$ cat src/rtl/ccd_lt_pkg.sv
package ccd_lt_pkg;
  localparam int LEAD_PIX  = 33;
  localparam int OB_START  = 13;
  localparam int OB_LEN    = 18;
  localparam int TRAIL_PIX = 6;

  typedef enum logic [1:0] {
    TAG_DUMMY = 2'd0,
    TAG_OB    = 2'd1,
    TAG_EFF   = 2'd2
  } pix_tag_e;

  typedef enum logic [1:0] {
    ST_PRE  = 2'd0,
    ST_ROG  = 2'd1,
    ST_POST = 2'd2,
    ST_RUN  = 2'd3
  } seq_st_e;
endpackage

$ cat src/rtl/ccd_lt_seq.sv
module ccd_lt_seq
  import ccd_lt_pkg::*;
#(
  parameter int CLK_DIV  = 26,
  parameter int ROG_W    = 125,
  parameter int GUARD    = 125,
  parameter int LINE_MIN = 2087,
  parameter int PW       = 16,
  localparam int DW      = $clog2(CLK_DIV),
  localparam int CW      = $clog2(((ROG_W > GUARD) ? ROG_W : GUARD) + 1)
) (
  input  logic          clk,
  input  logic          rst,
  input  logic [PW-1:0] period_i,
  input  logic [PW-1:0] release_i,
  input  logic          mode_i,
  output seq_st_e       st_o,
  output logic [DW-1:0] dcnt_o,
  output logic [PW-1:0] pix_o,
  output logic [PW-1:0] period_q_o,
  output logic [PW-1:0] release_q_o,
  output logic          mode_q_o
);
  localparam logic [CW-1:0] GUARD_LAST = CW'(GUARD - 1);
  localparam logic [CW-1:0] ROG_LAST   = CW'(ROG_W - 1);
  localparam logic [DW-1:0] DIV_LAST   = DW'(CLK_DIV - 1);
  localparam logic [PW-1:0] MIN_P      = PW'(LINE_MIN);

  seq_st_e       st_q;
  logic [CW-1:0] cnt_q;
  logic [DW-1:0] dcnt_q;
  logic [PW-1:0] pix_q, p_q, r_q;
  logic          m_q;
  logic [PW-1:0] p_eff;

  assign p_eff = (period_i < MIN_P) ? MIN_P : period_i;

  always_ff @(posedge clk) begin
    if (rst) begin
      st_q   <= ST_PRE;
      cnt_q  <= '0;
      dcnt_q <= '0;
      pix_q  <= '0;
      p_q    <= MIN_P;
      r_q    <= '0;
      m_q    <= 1'b0;
    end else begin
      unique case (st_q)
        ST_PRE: begin
          if (cnt_q == GUARD_LAST) begin
            st_q  <= ST_ROG;
            cnt_q <= '0;
            p_q   <= p_eff;
            r_q   <= release_i;
            m_q   <= mode_i;
          end else begin
            cnt_q <= cnt_q + 1'b1;
          end
        end
        ST_ROG: begin
          if (cnt_q == ROG_LAST) begin
            st_q  <= ST_POST;
            cnt_q <= '0;
          end else begin
            cnt_q <= cnt_q + 1'b1;
          end
        end
        ST_POST: begin
          if (cnt_q == GUARD_LAST) begin
            st_q   <= ST_RUN;
            cnt_q  <= '0;
            dcnt_q <= '0;
            pix_q  <= '0;
          end else begin
            cnt_q <= cnt_q + 1'b1;
          end
        end
        default: begin
          if (dcnt_q == DIV_LAST) begin
            dcnt_q <= '0;
            if (pix_q == p_q - PW'(1)) begin
              st_q  <= ST_PRE;
              pix_q <= '0;
            end else begin
              pix_q <= pix_q + 1'b1;
            end
          end else begin
            dcnt_q <= dcnt_q + 1'b1;
          end
        end
      endcase
    end
  end

  assign st_o        = st_q;
  assign dcnt_o      = dcnt_q;
  assign pix_o       = pix_q;
  assign period_q_o  = p_q;
  assign release_q_o = r_q;
  assign mode_q_o    = m_q;

  // settings move only while waiting for the transfer pulse
  assert_cfg_hold_R11: assert property (@(posedge clk) disable iff (rst)
    (st_q != ST_PRE) |=> ($stable(m_q) && $stable(p_q) && $stable(r_q)));

  // latched period never below the frame length
  assert_period_floor_R3: assert property (@(posedge clk) disable iff (rst)
    (st_q == ST_RUN) |-> (p_q >= MIN_P));
endmodule

$ cat src/rtl/ccd_lt_tagdec.sv
module ccd_lt_tagdec
  import ccd_lt_pkg::*;
#(
  parameter int N_EFF = 2048,
  parameter int PW    = 16,
  localparam int LINE_MIN = LEAD_PIX + N_EFF + TRAIL_PIX,
  localparam int IW       = $clog2(LINE_MIN)
) (
  input  logic [PW-1:0] pix_i,
  output pix_tag_e      tag_o,
  output logic [IW-1:0] idx_o,
  output logic          in_frame_o
);
  localparam logic [PW-1:0] OB_LO   = PW'(OB_START);
  localparam logic [PW-1:0] OB_HI   = PW'(OB_START + OB_LEN);
  localparam logic [PW-1:0] EFF_LO  = PW'(LEAD_PIX);
  localparam logic [PW-1:0] EFF_HI  = PW'(LEAD_PIX + N_EFF);
  localparam logic [PW-1:0] END_POS = PW'(LINE_MIN);

  always_comb begin
    tag_o      = TAG_DUMMY;
    idx_o      = IW'(pix_i);
    in_frame_o = (pix_i < END_POS);
    if (pix_i >= OB_LO && pix_i < OB_HI) begin
      tag_o = TAG_OB;
    end else if (pix_i >= EFF_LO && pix_i < EFF_HI) begin
      tag_o = TAG_EFF;
      idx_o = IW'(pix_i - EFF_LO);
    end
  end
endmodule

$ cat src/rtl/ccd_lt_drive.sv
module ccd_lt_drive
  import ccd_lt_pkg::*;
#(
  parameter int CLK_DIV   = 26,
  parameter int TAG_DELAY = 16,
  parameter int RS_START  = 2,
  parameter int RS_WIDTH  = 8,
  parameter int PW        = 16,
  parameter int IW        = 12,
  localparam int DW       = $clog2(CLK_DIV)
) (
  input  logic          clk,
  input  logic          rst,
  input  seq_st_e       st_i,
  input  logic [DW-1:0] dcnt_i,
  input  logic [PW-1:0] pix_i,
  input  logic [PW-1:0] period_q_i,
  input  logic [PW-1:0] release_q_i,
  input  logic          mode_q_i,
  input  pix_tag_e      tag_i,
  input  logic [IW-1:0] idx_i,
  input  logic          in_frame_i,
  output logic          pclk_o,
  output logic          rog_o,
  output logic          shut_n_o,
  output logic          rs_o,
  output logic          valid_o,
  output logic [1:0]    tag_o,
  output logic [IW-1:0] idx_o
);
  localparam logic [DW-1:0] HALF_C = DW'(CLK_DIV / 2);
  localparam logic [DW-1:0] RS_LO  = DW'(RS_START);
  localparam logic [DW-1:0] RS_HI  = DW'(RS_START + RS_WIDTH);
  localparam logic [DW-1:0] TAG_C  = DW'(TAG_DELAY);

  logic          run;
  logic [PW:0]   rel_sum;
  logic          shut_low, pclk_n, rs_n, valid_n;

  assign run      = (st_i == ST_RUN);
  assign rel_sum  = {1'b0, pix_i} + {1'b0, release_q_i};
  assign shut_low = (release_q_i != '0) &&
                    ((st_i == ST_POST) || (run && (rel_sum < {1'b0, period_q_i})));
  assign pclk_n   = run && (dcnt_i < HALF_C);
  assign rs_n     = mode_q_i && run && (dcnt_i >= RS_LO) && (dcnt_i < RS_HI);
  assign valid_n  = run && (dcnt_i == TAG_C) && in_frame_i;

  always_ff @(posedge clk) begin
    if (rst) begin
      pclk_o   <= 1'b0;
      rog_o    <= 1'b0;
      shut_n_o <= 1'b1;
      rs_o     <= 1'b0;
      valid_o  <= 1'b0;
      tag_o    <= TAG_DUMMY;
      idx_o    <= '0;
    end else begin
      pclk_o   <= pclk_n;
      rog_o    <= (st_i == ST_ROG);
      shut_n_o <= !shut_low;
      rs_o     <= rs_n;
      valid_o  <= valid_n;
      if (valid_n) begin
        tag_o <= tag_i;
        idx_o <= idx_i;
      end
    end
  end

  // pixel clock parked while the transfer pulse is high
  assert_pclk_parked_R5: assert property (@(posedge clk) disable iff (rst)
    rog_o |-> !pclk_o);

  // pixel clock already low on the cycle before the transfer pulse rises
  assert_guard_entry_R5: assert property (@(posedge clk) disable iff (rst)
    $rose(rog_o) |-> !$past(pclk_o));

  // shutter idle during the transfer pulse
  assert_shut_idle_in_xfer_R7: assert property (@(posedge clk) disable iff (rst)
    rog_o |-> shut_n_o);

  // reset pulse never overlaps the transfer pulse
  assert_rs_outside_xfer_R9: assert property (@(posedge clk) disable iff (rst)
    rs_o |-> !rog_o);

  // strobe lasts a single cycle
  assert_valid_single_R10: assert property (@(posedge clk) disable iff (rst)
    valid_o |=> !valid_o);
endmodule

$ cat src/rtl/ccd_line_timer.sv
module ccd_line_timer
  import ccd_lt_pkg::*;
#(
  parameter int N_EFF     = 2048,
  parameter int CLK_DIV   = 26,
  parameter int ROG_W     = 125,
  parameter int GUARD     = 125,
  parameter int TAG_DELAY = 16,
  parameter int RS_START  = 2,
  parameter int RS_WIDTH  = 8,
  parameter int PW        = 16,
  localparam int LINE_MIN = LEAD_PIX + N_EFF + TRAIL_PIX,
  localparam int IW       = $clog2(LINE_MIN),
  localparam int DW       = $clog2(CLK_DIV)
) (
  input  logic          clk,
  input  logic          rst,
  input  logic [PW-1:0] period_i,
  input  logic [PW-1:0] release_i,
  input  logic          ext_rst_mode_i,
  output logic          pclk_o,
  output logic          xfer_o,
  output logic          shut_n_o,
  output logic          rst_pulse_o,
  output logic          pix_valid_o,
  output logic [1:0]    pix_tag_o,
  output logic [IW-1:0] pix_idx_o
);
  if ((CLK_DIV % 2) != 0 || CLK_DIV < 4 || TAG_DELAY >= CLK_DIV ||
      RS_START + RS_WIDTH >= CLK_DIV || RS_WIDTH < 1 ||
      ROG_W < 1 || GUARD < 1 || LINE_MIN >= (1 << PW)) begin : g_bad_cfg
    $error("ccd_line_timer: parameter set out of range");
  end

  seq_st_e       st;
  logic [DW-1:0] dcnt;
  logic [PW-1:0] pix, p_q, r_q;
  logic          m_q;
  pix_tag_e      tag;
  logic [IW-1:0] idx;
  logic          in_frame;

  ccd_lt_seq #(
    .CLK_DIV(CLK_DIV), .ROG_W(ROG_W), .GUARD(GUARD),
    .LINE_MIN(LINE_MIN), .PW(PW)
  ) u_seq (
    .clk(clk), .rst(rst),
    .period_i(period_i), .release_i(release_i), .mode_i(ext_rst_mode_i),
    .st_o(st), .dcnt_o(dcnt), .pix_o(pix),
    .period_q_o(p_q), .release_q_o(r_q), .mode_q_o(m_q)
  );

  ccd_lt_tagdec #(.N_EFF(N_EFF), .PW(PW)) u_dec (
    .pix_i(pix), .tag_o(tag), .idx_o(idx), .in_frame_o(in_frame)
  );

  ccd_lt_drive #(
    .CLK_DIV(CLK_DIV), .TAG_DELAY(TAG_DELAY), .RS_START(RS_START),
    .RS_WIDTH(RS_WIDTH), .PW(PW), .IW(IW)
  ) u_drv (
    .clk(clk), .rst(rst),
    .st_i(st), .dcnt_i(dcnt), .pix_i(pix),
    .period_q_i(p_q), .release_q_i(r_q), .mode_q_i(m_q),
    .tag_i(tag), .idx_i(idx), .in_frame_i(in_frame),
    .pclk_o(pclk_o), .rog_o(xfer_o), .shut_n_o(shut_n_o), .rs_o(rst_pulse_o),
    .valid_o(pix_valid_o), .tag_o(pix_tag_o), .idx_o(pix_idx_o)
  );
endmodule

$ cat config.mk
export PLATFORM = sky130hd
export DESIGN_NAME = ccd_line_timer
export DESIGN_NICKNAME = d
export VERILOG_FILES = /design/src/rtl/ccd_lt_pkg.sv /design/src/rtl/ccd_lt_seq.sv /design/src/rtl/ccd_lt_tagdec.sv /design/src/rtl/ccd_lt_drive.sv /design/src/rtl/ccd_line_timer.sv
export SDC_FILE = /design/constraint.sdc
export NUM_CORES = 1
export LEC_CHECK = 0
export CAP_MARGIN = 30
export CORE_MARGIN = 8
export CORE_UTILIZATION = 35
export CTS_CLUSTER_DIAMETER = 30
export CTS_CLUSTER_SIZE = 24
export DETAILED_ROUTE_END_ITERATION = 12
export DONT_BUFFER_PORTS = 1
export PLACE_DENSITY = 0.61
export SYNTH_ARGS = -nofsm -noshare
export SYNTH_HDL_FRONTEND = slang
export SYNTH_HIERARCHICAL = 1
export SYNTH_SLANG_ARGS = --single-unit
export TNS_END_PERCENT = 10
$ cat constraint.sdc
create_clock -name clk -period 7.45 [get_ports clk]
set_input_delay 0.745 -clock clk [delete_from_list [all_inputs] [get_ports clk]]
set_output_delay 0.745 -clock clk [all_outputs]
set_load 0.1 [all_outputs]
* Word level (Yosys, flattened, before mapping)
Index checks and enable logic that the tools add are counted.
W data, S select, Z words.
** Storage, ports and cells
- Register bits after elaboration :: 82
- Word-level logic and storage cells :: 83
- Input port bits :: 35
- Output and inout port bits :: 19
** Operators by class
- $lt $le $gt $ge :: 10
- Bitwise gates (word level) :: 1
- Add/sub/neg operators :: 6
- Equality and inequality tests :: 10
- Reductions and logical operators :: 23
- Muxes and demuxes :: 19
** Operator list (number)
- $mux W16 :: 4
- $lt A16 B12 Y1 const B :: 3
- $pmux W16 S2 :: 1
- $mux W12 :: 2
- $add A16 B16 Y17 :: 1
- $lt A17 B16 Y1 :: 1
- $add A16 B1 Y16 const B :: 1
- $eq A16 B16 Y1 :: 1
- $ge A16 B4 Y1 const B :: 1
- $ge A16 B6 Y1 const B :: 1
- $lt A16 B5 Y1 const B :: 1
- $reduce_bool A16 Y1 :: 1
- $sub A16 B1 Y16 const B :: 1
- $mux W2 :: 7
- $sub A12 B6 Y12 const B :: 1
- $eq A5 B5 Y1 const B :: 2
- $logic_and A1 B1 Y1 :: 10
- $lt A5 B4 Y1 const B :: 2
- $mux W5 :: 2
- $pmux W5 S2 :: 1
- $reduce_bool A4 Y1 :: 2
- $add A7 B1 Y7 const B :: 1
- $eq A7 B7 Y1 const B :: 1
- $mux W7 :: 1
- 17 further kinds :: 20

* Logic depth before layout (Yosys ltp)
Gate-level depths: netlist of run 1.
- Depth after elaboration :: 6
- Mapped depth :: 16
- Depth with buffers taken out :: 16

* By module
Netlist of run 1, hierarchy kept.
** By module, submodules not included
- ccd_lt_seq :: seq. area each 1261.2 um^2, cells each 382, area an instance 3204.3 um^2, instances 1
- ccd_lt_drive :: seq. area each 380.4 um^2, cells each 226, area an instance 1855.5 um^2, instances 1
- ccd_lt_tagdec :: seq. area each 0.0 um^2, cells each 64, area an instance 483.0 um^2, instances 1

* Worst setup path before layout of run 1
OpenSTA, ideal clock, no wires.
- Kind :: register to register
- Start point :: register u_seq.pix_q[0] (netlist: u_seq/pix_o[0])
- End point :: register u_drv.shut_n_o
- Slack :: 4.211 ns
- Arrival :: 3.111 ns
- Period minus slack after synthesis :: 3.239 ns
- Data required time :: 7.322 ns
- Path buffers :: 0
- Setup time :: 0.128 ns
- Cell stages (with the launch flop) :: 16
- Cells stage by stage :: dfxtp_1 ha_1 inv_1 fa_1 nor2b_1 o2111ai_1 nand3b_1 a21o_1 a21oi_1 xnor2_1 ha_1 and4_1 a2111oi_0 a21oi_1 o21ai_0 nand4b_1
** On the way
- Cells in the longest elaborated chain, start to end :: 6
** Ends and longest elaborated chain
- start: declaration :: line ccd_lt_seq.sv:32 : logic [PW-1:0] pix_q, p_q, r_q;
- start signal: assignment :: line ccd_lt_seq.sv:85 : pix_q <= pix_q + 1'b1;
- $add A16 B16 Y17 :: line ccd_lt_drive.sv:41 : assign rel_sum = {1'b0, pix_i} + {1'b0, release_q_i};
- $lt A17 B16 Y1 :: line ccd_lt_drive.sv:43 : ((st_i == ST_POST) || (run && (rel_sum < {1'b0, period_q_i})));
- $logic_and A1 B1 Y1 :: line ccd_lt_drive.sv:43
- $logic_or A1 B1 Y1 :: line ccd_lt_drive.sv:43
- $logic_and A1 B1 Y1 :: line ccd_lt_drive.sv:42 : assign shut_low = (release_q_i != '0) &&
- $logic_not A1 Y1 :: line ccd_lt_drive.sv:60 : shut_n_o <= !shut_low;
- end signal: assignment :: line ccd_lt_drive.sv:60
- end: declaration :: line ccd_lt_drive.sv:25 : output logic shut_n_o,
Every way passes these cells.
A chain may end at the register's enable or synchronous reset.

* Final worst setup path of run 1
Ends and elaborated chain as after synthesis.

==> flow_summary.json, run 1 <==
{
  "path_class": "flip-flop to flip-flop",
  "startpoint": "u_seq/pix_o[0]",
  "drt_wl_total_um": 13800,
  "clock-sinks": 82,
  "avgSynthCellArea_sq_um": 8.25,
  "dr.pass1.iters": 5,
  "num_vias": 4681,
  "setup_violations": 0,
  "area.sequential_sq_um": 1640,
  "rows": 46,
  "ant_nets": 0,
  "dp.final_hpwl_um": 10500,
  "start_kind": "flip-flop",
  "skew_ns": 0.00469,
  "drc": 0,
  "cts_tree": "done",
  "synth.mux.area_fraction": 0.0427,
  "dieHeight_um": 142,
  "routabilityCongestion": 0.906,
  "status": "completed",
  "synthCells": 672,
  "clk_path_buf_depth": 2,
  "p_sw_w": 0.000204,
  "critical_path.max_stage_delay_ns": 0.67,
  "ios": 54,
  "syn_nets": 752,
  "timing.fmax_mhz": 262,
  "synth-seq-cells": 82,
  "n_antenna_cell": 0,
  "setup_tns_ns": 0,
  "p_leak_nw": 2.52,
  "arrival_ns": 4.03,
  "h-tree-depth": 3,
  "area_delta_synth_final_pct": 9.35,
  "syn_area_sq_um": 5540,
  "slew_headroom": 0.330,
  "grt_pass1_vias": 4465,
  "gr-usage-all-layers": 0.143,
  "multi_input_area_sq_um": 3670,
  "die_w_um": 142,
  "port_buffers": 0,
  "grt_pass1_wl_um": 23000,
  "grt_max_degree": 61,
  "slowest_stage": "dfxtp_1",
  "worstSkewPairLatency_ns": 0.35,
  "synthArstFlopShare": 0,
  "power_frac_clock": 0.507,
  "synth-xor-area-share": 0.103,
  "ff2ff_path_depth": 15,
  "synth_compound_area_frac": 0.168,
  "antenna_found_initial": 0,
  "coreArea_sq_um": 15700,
  "powerDensity_nw_per_um2": 151,
  "tightest_slew_ns": 1.00,
  "final_util": 0.387,
  "numCtsBuffers": 9,
  "layout-drive-gt1-share": 0.0597,
  "viasPerCell": 5.28,
  "root_buffer": "clkbuf_16",
  "synth_top_cell_by_area": "dfxtp_1",
  "wire_per_inst_um": 15.6,
  "ir_worst_vdd_uv": 115,
  "min_path_cells": 2,
  "rr_startpoint": "u_seq/pix_o[0]",
  "required_ns": 7.67,
  "synthTopCellsByArea": "dfxtp_1 (30%), ha_1 (9.9%), xnor2_1 (6.3%)",
  "cp_cell_sequence": "ha_1 -> inv_1 -> fa_1 -> nor2b_1 -> o2111ai_1 -> nand3b_1 -> a21o_1 -> a21oi_1 -> xnor2_1 -> ha_1 -> and4_1 -> a2111oi_0 -> a21oi_1 -> o21ai_0 -> nand4b_1",
  "n_fill_cell": 1636,
  "combPwrFrac": 0.011,
  "endpoint_kind": "flip-flop",
  "cts_resized": 0,
  "fin_crit_ns": 3.81,
  "initial_core_util": 0.354,
  "seq_area_frac_synth": 0.296,
  "fp.dieArea_sq_um": 20100,
  "min_from": "u_seq/mode_q_o",
  "drv_cap": 0,
  "nets": 745,
  "maxSlewViolCount": 0,
  "finalHoldViolations": 0,
  "yosysTopAreaCellShare": 0.296,
  "synth_edf_count": 0,
  "fin_crit_sh": 0.512,
  "holdCritPathClass": "flip-flop to flip-flop",
  "synth_ff_type": "dfxtp_1",
  "ys_types": 74,
  "postCtsHoldBufs": 0,
  "cts_setup_buffers": 0,
  "p_seq_frac": 0.482,
  "synth_top_family_by_area": "simple AND/OR/NAND/NOR gates",
  "rsz0062_at_grt": "false",
  "drt-initial-drc-count": 251,
  "cp_max_fo": 12,
  "synth-simple-area-share": 0.244,
  "swShare": 0.223,
  "synth-adder-area-share": 0.103,
  "overflow": 0,
  "clk_pin_slew_ns": 0.06,
  "yosysWarningCount": 6,
  "intPower_w": 0.000710
}
==> cell families (layout without fill, tap and decap cells) <==
family,count (synthesis),in the layout
simple gates,257,257
mux,23,23
xor+xnor,65,65
buf+inv,60,58
flops,82,82
compound gates,140,140
fa+ha+maj,45,45
==> metrics by stage <==
stage | instance area, sq um | hold slack (ns) | worst slack [ns] | cells | power [W]
after floorplan | 5540 | 0.432 | 4.21 | 672 | 0.000463
final | 6060 | 0.472 | 3.64 | 886 | 0.000914
after global placement | 5750 | 0.462 | 3.73 | 870 | 0.000461
after detailed placement | 5750 | 0.464 | 3.66 | 870 | 0.000461
after global routing | 6060 | 0.451 | 3.23 | 886 | 0.000948
after CTS | 6060 | 0.451 | 3.65 | 886 | 0.000930
==> synthesized netlist by cell type, types with 3 or more instances <==
| master | instances |
|---|---|
| nand2b_1 | 14 |
| nand3_1 | 12 |
| ha_1 | 44 |
| nor3_1 | 14 |
| or4_1 | 4 |
| nor2_1 | 63 |
| a211o_1 | 3 |
| a31oi_1 | 3 |
| nor2b_1 | 6 |
| mux2i_1 | 21 |
| nand2_1 | 67 |
| a211oi_1 | 6 |
| nand4_1 | 14 |
| xnor2_1 | 40 |
| o21a_1 | 4 |
| o21ai_1 | 4 |
| o22ai_1 | 5 |
| dfxtp_1 | 82 |
| clkbuf_1 | 17 |
| o21ai_0 | 17 |
| o2111ai_1 | 4 |
| a22oi_1 | 7 |
| a21oi_1 | 52 |
| o21bai_1 | 4 |
| nand3b_1 | 4 |
| nor3b_1 | 3 |
| a21o_1 | 8 |
| or3_1 | 7 |
| inv_1 | 38 |
| nand4b_1 | 4 |
| nor4_1 | 11 |
| xor2_1 | 25 |
| or2_2 | 3 |
| and3_1 | 12 |
==> flip-flops by register name, indices dropped and copies added (netlist names) <==
name and count:
u_seq/st_o 2, u_drv/shut_n_o 1, u_drv/tag_o 2, u_drv/pclk_o 1
u_seq/release_q_o 16, u_drv/rs_o 1, u_seq/dcnt_o 5, u_drv/idx_o 12
u_drv/valid_o 1, u_seq/period_q_o 16, u_seq/mode_q_o 1, u_drv/rog_o 1
u_seq/pix_o 16, u_seq/cnt_q 7
==> metal layers <==
metal  track usage  routed length, um  up-vias
met5             0                  0        -
met1         0.183               6660     2192
li1              -                  -     2387
met3        0.0450                755       15
met4        0.0401                187        0
met2         0.227               6240       87
==> final timing paths <==
path	endpoint	slack [ns]
setup / recovery	u_drv/shut_n_o	3.64
hold / removal	u_seq/mode_q_o	0.47
setup reg to reg	u_drv/shut_n_o	3.64
hold reg to reg	u_seq/mode_q_o	0.47
==> worst max-delay path: cells and delay by family (launching register included) <==
kind            cells  cell delay [ns]
compound gates      6             1.22
xor+xnor            1             0.14
fa+ha+maj           3             0.93
buf+inv             1             0.05
flops               1             0.67
simple gates        4             0.66
==> placed cells by master, fill, tap and decap left out, drive strengths merged, types with 7 or more instances in the layout <==
cell type	synthesis	layout
nor3	14	14
xor2	25	25
and3	13	13
ha	44	44
nand2b	14	14
dfxtp	82	82
a21oi	52	52
o21ai	21	21
nor2	63	63
inv	39	42
nand4	14	14
or3	8	8
a21o	8	8
xnor2	40	40
nand3	12	12
a22oi	7	7
nand2	68	68
mux2i	21	21
nor4	13	13
clkbuf	17	9
==> power by group through the flow <==
stage          sequential [W]  clock, W  combinational, W
2_1_floorplan        0.000451         0         0.0000122
3_3_place_gp         0.000451         0        0.00000971
3_5_place_dp         0.000451         0        0.00000987
4_1_cts              0.000441  0.000479        0.00000988
5_1_grt              0.000441  0.000497         0.0000111
6_report             0.000441  0.000464        0.00000972
==> final cells by class <==
class,count,area share
Inverter,39,0.0242
Tap cell,216,0.0446
Multi-Input combinational cell,530,0.605
Sequential cell,82,0.271
Timing Repair Buffer,3,0.00372
Clock buffer,9,0.0372
Clock inverter,7,0.0142
Power figures use the tool's default switching activity.
==> inputs of run 2 (changes only) <==
==> constraint.sdc (replaced) <==
create_clock -name clk -period 3.9 [get_ports clk]
set_input_delay 0.39 -clock clk [delete_from_list [all_inputs] [get_ports clk]]
set_output_delay 0.39 -clock clk [all_outputs]
set_load 0.1 [all_outputs]
==> run 2 against run 1 <==
- register-to-register slack worse by 3.1 ns
- final area is 2.0% higher
- sequential share of layout area is 0.54 points lower
- non-clock buffer count up 12
- critical path depth stayed put
==> flow_summary.json, run 2 (same netlist as run 1, synthesis figures left out) <==
{
  "status": "completed",
  "fp.dieArea_sq_um": 20100,
  "drv_cap": 0,
  "hold_path_end": "u_drv/idx_o[0]",
  "rows": 46,
  "wire_per_inst_um": 16.3,
  "h-tree-depth": 3,
  "ant_nets": 0,
  "ir_worst_vdd_uv": 201,
  "powerDensity_nw_per_um2": 291,
  "finalHoldViolations": 0,
  "drt_wl_total_um": 14700,
  "fin_crit_ns": 3.37,
  "min_path_cells": 1,
  "worst_hold_slack_ns": 0.122,
  "rr_startpoint": "u_seq/release_q_o[0]",
  "fin_crit_sh": 0.865,
  "cts_tree": "done",
  "holdCritPathClass": "primary input to flip-flop",
  "path_common_cell": "a21oi_1",
  "clk_pin_slew_ns": 0.06,
  "clk_path_buf_depth": 2,
  "mostFrequentLayoutCells": "dfxtp_1 (82), nand2_1 (67), nor2_1 (63), a21oi_1 (52), ha_1 (44)",
  "start_kind": "flip-flop",
  "n_antenna_cell": 0,
  "placed_cell_area_sq_um": 5830,
  "required_ns": 4.12,
  "reg2reg_slack_ns": 0.53,
  "endpoint_kind": "flip-flop",
  "ios": 54,
  "tightest_slew_ns": 1.00,
  "maxSlewViolCount": 0,
  "final_util": 0.395,
  "reg2reg_to": "u_drv/shut_n_o",
  "cp_cell_sequence": "ha_1 -> inv_1 -> fa_1 -> nor2b_1 -> o2111ai_1 -> a21oi_1 -> nor3_1 -> xnor2_1 -> ha_1 -> a21oi_1 -> o22ai_1 -> a2111oi_0 -> a21oi_1 -> o21ai_0 -> nand4b_1",
  "root_buffer": "clkbuf_16",
  "slowest_stage": "a2111oi_0",
  "min_from": "rst",
  "die_w_um": 142,
  "setup_violations": 0,
  "timing.fmax_mhz": 297,
  "clock-sinks": 82,
  "layout-drive-gt1-share": 0.0748,
  "design_area_sq_um": 6180,
  "critical_path.max_stage_delay_ns": 0.41,
  "p_leak_nw": 2.60,
  "postCtsHoldBufs": 0,
  "grt_pass1_vias": 4624,
  "cts_resized": 0,
  "grt_pass1_wl_um": 24500,
  "path_class": "flip-flop to flip-flop",
  "drt-initial-drc-count": 393,
  "ff2ff_path_depth": 15,
  "setup_tns_ns": 0,
  "nets": 757,
  "arrival_ns": 3.59,
  "overflow": 0,
  "worstSkewPairLatency_ns": 0.35,
  "initial_core_util": 0.354,
  "final_common_cell": "dfxtp_1",
  "antenna_found_initial": 0,
  "area_delta_synth_final_pct": 11.6,
  "slew_headroom": 0.330,
  "gr-usage-all-layers": 0.153,
  "rsz0062_at_grt": "false",
  "numCtsBuffers": 9,
  "skew_ns": 0.00815,
  "dieHeight_um": 142,
  "grt_max_degree": 61,
  "routabilityCongestion": 0.853,
  "port_buffers": 0,
  "cp_max_fo": 3,
  "coreArea_sq_um": 15700,
  "cts_setup_buffers": 0,
  "dr.pass1.iters": 5,
  "dp.final_hpwl_um": 11100,
  "drc": 0,
  "viasPerCell": 5.38,
  "num_vias": 4829
}
[run 2: cell count changes in the layout (fill, tap and decap cells not counted), sizes merged]
cell,before,now
bufinv,1,2
clkinv,2,1
clkbuf,9,12
buf,3,14
inv,42,40
[run 2: cell type report]
class,count,area (sq um)
well taps,216,270
clock buffers,11,243
clock inverters,5,85.1
repair buffers,15,130
flip-flops and latches,82,1640
multi-input cells,530,3670
inverters,39,146
fillers,1645,9470
[run 2: worst max-delay path by stage]
stage                                 to  cells past startpoint            startpoint  slack, ns
after floorplan           u_drv/shut_n_o                     15        u_seq/pix_o[0]       0.66
after global placement    u_drv/shut_n_o                     15  u_seq/release_q_o[0]       0.69
after detailed placement  u_drv/shut_n_o                     15  u_seq/release_q_o[0]       0.57
after CTS                 u_drv/shut_n_o                     15  u_seq/release_q_o[0]       0.56
after global routing      u_drv/shut_n_o                     12  u_seq/release_q_o[6]       0.04
final                     u_drv/shut_n_o                     15  u_seq/release_q_o[0]       0.53
[run 2: through the flow]
stage               setup slack [ns]  std cells  power (W)
floorplan                      0.661        672   0.000884
global placement               0.686        881   0.000881
detailed placement             0.567        881   0.000881
CTS                            0.563        897    0.00182
global route                  0.0448        898    0.00187
finish                         0.528        898    0.00180
[run 2: worst max-delay path: cells and delay by family, from the launching register on]
family                   cells  cell delay, ns
AO/OA/AOI/OAI                7            1.40
flip-flops                   1            0.35
buffers and inverters        1            0.06
adder cells (fa/ha/maj)      3            0.86
XOR/XNOR                     1            0.14
AND/OR/NAND/NOR              3            0.41
[run 2: per-layer routing]
metal,up-vias,track usage,part of all wire
met4,0,0.0447,0.012
li1,2406,-,-
met2,109,0.247,0.46
met1,2298,0.197,0.48
met5,-,0,0
met3,16,0.0386,0.049
[run 2: where the power goes]
group	internal, W	total [W]	switching (W)
logic	0.00000855	0.0000199	0.0000114
clock network	0.000582	0.000935	0.000353
registers	0.000840	0.000843	0.00000267
total	0.00143	0.00180	0.000367
